[src/rtl/irq_flag_pkg.sv]
package irq_flag_pkg;

  typedef enum logic [1:0] {
    SENSE_LOW  = 2'b00,
    SENSE_FALL = 2'b01,
    SENSE_RISE = 2'b10,
    SENSE_BOTH = 2'b11
  } sense_e;

endpackage

[src/rtl/irq_rst_sync.sv]
module irq_rst_sync #(
  parameter int STAGES = 2
) (
  input  logic clk,
  input  logic rst_n,
  output logic rst_sn
);

  logic [STAGES-1:0] chain_q;
  logic [STAGES-1:0] chain_d;

  always_comb begin
    chain_d = {chain_q[STAGES-2:0], 1'b1};
  end

  always_ff @(posedge clk or negedge rst_n) begin
    if (!rst_n) begin
      chain_q <= '0;
    end else begin
      chain_q <= chain_d;
    end
  end

  assign rst_sn = chain_q[STAGES-1];

endmodule

[src/rtl/irq_edge_det.sv]
module irq_edge_det
  import irq_flag_pkg::*;
#(
  parameter int SYNC_STAGES = 2
) (
  input  logic   clk,
  input  logic   rst_n,
  input  logic   req_i,
  input  sense_e mode_i,
  output logic   hit_o
);

  logic [SYNC_STAGES-1:0] sync_q;
  logic [SYNC_STAGES-1:0] sync_d;
  logic                   prev_q;
  logic                   prev_d;
  logic                   cur;

  // Sampling chain and delayed copy of the synchronized level
  always_comb begin
    sync_d = {sync_q[SYNC_STAGES-2:0], req_i};
    prev_d = sync_q[SYNC_STAGES-1];
  end

  // Lines idle high, so the chain resets to 1 and no edge is seen after reset
  always_ff @(posedge clk or negedge rst_n) begin
    if (!rst_n) begin
      sync_q <= '1;
      prev_q <= 1'b1;
    end else begin
      sync_q <= sync_d;
      prev_q <= prev_d;
    end
  end

  assign cur = sync_q[SYNC_STAGES-1];

  always_comb begin
    unique case (mode_i)
      SENSE_LOW:  hit_o = !cur;
      SENSE_FALL: hit_o = prev_q && !cur;
      SENSE_RISE: hit_o = !prev_q && cur;
      default:    hit_o = prev_q ^ cur;
    endcase
  end

endmodule

[src/rtl/irq_flag_cell.sv]
module irq_flag_cell (
  input  logic clk,
  input  logic rst_n,
  input  logic hit_i,
  input  logic ack_i,
  input  logic fall_mode_i,
  input  logic rd_i,
  input  logic wr_i,
  input  logic wbit_i,
  output logic flag_o
);

  logic flag_q, flag_d, flag_en;
  logic arm_q, arm_d, arm_en;
  logic sw_clr, ack_clr;

  // Next-state logic
  always_comb begin
    sw_clr  = wr_i && arm_q && !wbit_i;
    ack_clr = ack_i && fall_mode_i;
    flag_en = hit_i || sw_clr || ack_clr;
    flag_d  = hit_i;
    arm_en  = wr_i || (rd_i && flag_q);
    arm_d   = !wr_i;
  end

  // Registers with explicit clock enables
  always_ff @(posedge clk or negedge rst_n) begin
    if (!rst_n) begin
      flag_q <= 1'b0;
      arm_q  <= 1'b0;
    end else begin
      if (flag_en) flag_q <= flag_d;
      if (arm_en)  arm_q  <= arm_d;
    end
  end

  assign flag_o = flag_q;

  AST_SET_WINS: assert property (@(posedge clk) disable iff (!rst_n)
    hit_i |=> flag_q);
  AST_NO_SPONTANEOUS_SET: assert property (@(posedge clk) disable iff (!rst_n)
    (!flag_q && !hit_i) |=> !flag_q);
  AST_UNARMED_HOLD: assert property (@(posedge clk) disable iff (!rst_n)
    (flag_q && wr_i && !arm_q && !(ack_i && fall_mode_i)) |=> flag_q);
  AST_WRITE_DISARMS: assert property (@(posedge clk) disable iff (!rst_n)
    wr_i |=> !arm_q);
  AST_ACK_IGNORED: assert property (@(posedge clk) disable iff (!rst_n)
    (flag_q && ack_i && !fall_mode_i && !wr_i) |=> flag_q);

endmodule

[src/rtl/irq_flag_reg.sv]
module irq_flag_reg
  import irq_flag_pkg::*;
#(
  parameter int                REG_W       = 16,
  parameter logic [REG_W-1:0]  IMPL_MASK   = 16'hCFFF,
  parameter int                SYNC_STAGES = 2,
  parameter int                RST_STAGES  = 2
) (
  input  logic                 clk,
  input  logic                 rst_n,
  input  logic [REG_W-1:0]     req_i,
  input  logic [2*REG_W-1:0]   sense_i,
  input  logic [REG_W-1:0]     ack_i,
  input  logic                 rd_en_i,
  input  logic                 wr_en_i,
  input  logic [REG_W-1:0]     wdata_i,
  output logic [REG_W-1:0]     rdata_o,
  output logic [REG_W-1:0]     flag_o
);

  localparam int MODE_W = 2;

  logic             rst_sn;
  logic [REG_W-1:0] hit;
  logic [REG_W-1:0] flag_bits;

  irq_rst_sync #(.STAGES(RST_STAGES)) i_rst_sync (
    .clk    (clk),
    .rst_n  (rst_n),
    .rst_sn (rst_sn)
  );

  for (genvar i = 0; i < REG_W; i++) begin : g_line
    sense_e mode;
    assign mode = sense_e'(sense_i[MODE_W*i +: MODE_W]);

    if (IMPL_MASK[i]) begin : g_impl
      irq_edge_det #(.SYNC_STAGES(SYNC_STAGES)) i_det (
        .clk    (clk),
        .rst_n  (rst_sn),
        .req_i  (req_i[i]),
        .mode_i (mode),
        .hit_o  (hit[i])
      );

      irq_flag_cell i_cell (
        .clk         (clk),
        .rst_n       (rst_sn),
        .hit_i       (hit[i]),
        .ack_i       (ack_i[i]),
        .fall_mode_i (mode == SENSE_FALL),
        .rd_i        (rd_en_i),
        .wr_i        (wr_en_i),
        .wbit_i      (wdata_i[i]),
        .flag_o      (flag_bits[i])
      );
    end else begin : g_rsvd
      logic unused_rsvd;
      assign hit[i]       = 1'b0;
      assign flag_bits[i] = 1'b0;
      assign unused_rsvd  = ^{req_i[i], ack_i[i], wdata_i[i], mode, hit[i]};
    end
  end

  assign rdata_o = flag_bits;
  assign flag_o  = flag_bits;

  AST_RSVD_ZERO: assert property (@(posedge clk) disable iff (!rst_sn)
    (rdata_o & ~IMPL_MASK) == '0);

endmodule

[config.mk]
export PLATFORM = sky130hd
export DESIGN_NAME = irq_flag_reg
export DESIGN_NICKNAME = d
export VERILOG_FILES = /design/src/rtl/irq_flag_pkg.sv /design/src/rtl/irq_rst_sync.sv /design/src/rtl/irq_edge_det.sv /design/src/rtl/irq_flag_cell.sv /design/src/rtl/irq_flag_reg.sv
export SDC_FILE = /design/constraint.sdc
export NUM_CORES = 1
export LEC_CHECK = 0
export BUFFER_PORTS_ARGS = -buffer_cell sky130_fd_sc_hd__buf_2
export CAP_MARGIN = 30
export CORE_MARGIN = 4
export CORE_UTILIZATION = 54
export DETAILED_ROUTE_END_ITERATION = 7
export PLACE_DENSITY = 0.85
export SLEW_MARGIN = 10
export SYNTH_ARGS = -nofsm -noshare
export SYNTH_HDL_FRONTEND = slang
export SYNTH_SLANG_ARGS = --single-unit
[constraint.sdc]
create_clock -name clk -period 5 [get_ports clk]
set_input_delay 0.5 -clock clk [delete_from_list [all_inputs] [get_ports clk]]
set_output_delay 0.5 -clock clk [all_outputs]
set_load 0.1 [all_outputs]
==> impl_metrics.tcl <==
set metrics [dict create \
    run_status "completed" \
    power.static_leakage_nw 1.914 \
    viasPerCell 4.985 \
    synth_mux_area_frac 0.01272 \
    post_synth_num_cell_types 18 \
    ctsHtreeMaxLevel 3 \
    end_point_of_the_worst_hold_path "g_line[10].g_impl.i_det.sync_q[0]" \
    power.total_mw 1.558 \
    synth-adder-area-share 0.1047 \
    fillCellCount 490 \
    finClkSkew_ns 0.01080 \
    worstRegToRegCells 5 \
    grt_antenna_before_repair 0 \
    timing_worst_slew_pin_value_ns 0.6424 \
    critical-path-top-delay-family "buffers and inverters" \
    path_clk_slew_ns 0.08 \
    antenna_cells 0 \
    worst_hold_path.num_cells 1 \
    post_route_cells_drive_above_1_share 0.4000 \
    synth_warnings 0 \
    die_h_um 86.72 \
    grt_first_pass_wirelength_um 10310 \
    finish.net_count 507 \
    power.density_nw_per_um2 398.3 \
    via_count_of_the_first_global_routing_pass 2460 \
    crit_path_end_kind "output pin" \
    worstHoldStart "req_i[10]" \
    layout.cells.most_common "sky130_fd_sc_hd__buf_2" \
    via_count 2368 \
    tcrit_tclk_final 0.3399 \
    cts_hold_buf 1 \
    setup_viol 0 \
    crit_arrival_ns 1.20 \
    setup_ws_ns 3.301 \
    worstSetupStartpointType "register" \
    largest_net_degree_at_the_start_of_global_routing 40 \
    synth-seq-area-share 0.5542 \
    rr_endpoint "g_line[6].g_impl.i_cell.flag_o" \
    worstPathRequired_ns 4.50 \
    critical_path_buf_inv_count 1 \
    clk_path_buf_depth 2 \
    groute.usage.overall 0.1755 \
    rows 28 \
    synthesis.area_um2 3346 \
    layout.cells.non_filler 475 \
    worst_slew_margin_relative_to_its_limit 0.5717 \
    synthXorXnorAreaFrac 0 \
    worstSkewPairLatency_ns 0.32 \
    core_um2 5956 \
    synth_simple_gate_area_share 0.09013 \
    final-max-slew-violation-count 0 \
    syn2layout_area_growth_pct 16.90 \
    detail_route.wirelength_um 6125 \
    share_of_the_core_filled_with_cells 0.6567 \
    syn_area_per_cell_um2 10.66 \
    hold_viol_final 0 \
    critical_path_fanouts_max 4 \
    critical-path-max-stage-delay_ns 0.46 \
    port_buffers 101 \
    crit_type "reg2out" \
    worst_hold_slack_ns 0.2648 \
    r2r-start "g_line[6].g_impl.i_det.prev_q" \
    layout_common_cells "sky130_fd_sc_hd__buf_2, sky130_fd_sc_hd__dfstp_2, sky130_fd_sc_hd__nand2_1, sky130_fd_sc_hd__nor2_1" \
    postSynthCellCount 314 \
    synth_compound_area_frac 0.1242 \
    gp_congestion 0.7777 \
    drtPass1Iterations 4 \
    max_cap_viol_count 0 \
    postPlaceCellArea_um2 3700 \
    grt_overflow 0 \
    final_antenna_net_count 0 \
    critical_path.cell_chain "buf_2" \
    die_area_um2 7519 \
    yosys_register_bits 72 \
    final.setup.tns_ns 0 \
    dp_cells 458 \
    cts_post_setup_buffers_inserted 0 \
    final.min_clock_period_ns 1.699 \
    min-delay-path-class "in2reg" \
    grt_setup_unrepaired "false" \
    timing.reg2reg.setup_slack_ns 3.35 \
    cts_resized 0 \
    number_of_sinks_handled_by_clock_tree_synthesis 72 \
    max_rail_drop_vdd_mv 0.2298 \
    drtIter0Drc 38 \
    tritoncts "done" \
    drc 0 \
    clock_tree.root_cell "sky130_fd_sc_hd__clkbuf_8" \
    critical-path-slowest-cell "sky130_fd_sc_hd__buf_2" \
    cts-buffers-inserted 9 \
    ioPinCount 116 \
    avgRoutedWirePerCell_um 12.89 \
    post-route-cell-area_um2 3911 \
    initial_core_utilization 0.5618 \
    place_worst_setup_slack_ns 3.347 \
    dieWidth_um 86.72 \
    synth_top_family_by_area "compound AO/OA/AOI/OAI gates" \
    max_clock_freq_ghz 0.5885 \
    dp_hpwl_um 4730 \
]
-- registers in the layout, summed over array words and instances (netlist names) --
name,cells
g_line.g_impl.i_cell.arm_q,14
i_rst_sync.chain_q,2
g_line.g_impl.i_det.sync_q,28
g_line.g_impl.i_det.prev_q,14
g_line.g_impl.i_cell.flag_o,14
-- synth_stat cells, drive strengths merged --
cell type	count	area (µm²)
dfstp	42	1104
conb	2	7.510
buf	36	265.3
dfrtp	30	750.7
nand2	39	146.4
o221ai	12	105.1
nor2	37	138.9
o211ai	15	112.6
mux2i	2	20.02
a21oi	25	125.1
inv	29	108.9
o21bai	1	7.510
and3b	1	8.760
ha	28	350.3
o21ai	13	65.06
mux4	1	22.52
nand3b	1	7.510
-- layer usage --
metal	vias up	GRT usage	part of all wire
met1	1121	0.1928	0.40
met4	0	0.06941	0.017
met3	12	0.03802	0.062
met5	-	0	0
met2	67	0.3261	0.52
li1	1168	-	-
-- cell type report --
class,count,area (µm²),area share
Tap cell,75,93.84,0.02399
Timing Repair Buffer,103,523.0,0.1337
Clock buffer,13,158.9,0.04063
Clock inverter,3,42.54,0.01088
Multi-Input combinational cell,180,1129,0.2885
Inverter,29,108.9,0.02783
Sequential cell,72,1856,0.4744
-- power breakdown --
group / internal (mW) / switching [mW] / leakage, nW
Clock: 0.258 / 0.194 / 0.0996
Combinational: 0.0834 / 0.343 / 1.03
Sequential: 0.643 / 0.0373 / 0.786
Total: 0.984 / 0.574 / 1.91
-- how the worst max path moves through the flow --
stage / from / endpoint / slack [ns] / cells after the start
after floorplan: i_rst_sync.chain_q[1] / g_line[0].g_impl.i_cell.arm_q / 2.92 / 0
after global placement: g_line[6].g_impl.i_det.prev_q / g_line[6].g_impl.i_cell.flag_o / 3.45 / 5
after detailed placement: g_line[6].g_impl.i_det.prev_q / g_line[6].g_impl.i_cell.flag_o / 3.35 / 5
after CTS: g_line[4].g_impl.i_cell.flag_o / flag_o[4] / 3.28 / 1
after global routing: g_line[4].g_impl.i_cell.flag_o / flag_o[4] / 3.24 / 1
final: g_line[4].g_impl.i_cell.flag_o / flag_o[4] / 3.30 / 1
-- logic make-up (layout without fill, tap and decap cells) --
family	Yosys count	count (layout)
buffers and inverters	65	148
flip-flops	72	72
AND/OR/NAND/NOR	78	78
adder cells (fa/ha/maj)	28	28
other	2	5
multiplexers	3	3
AO/OA/AOI/OAI	66	66
Power figures use the tool's default switching activity.
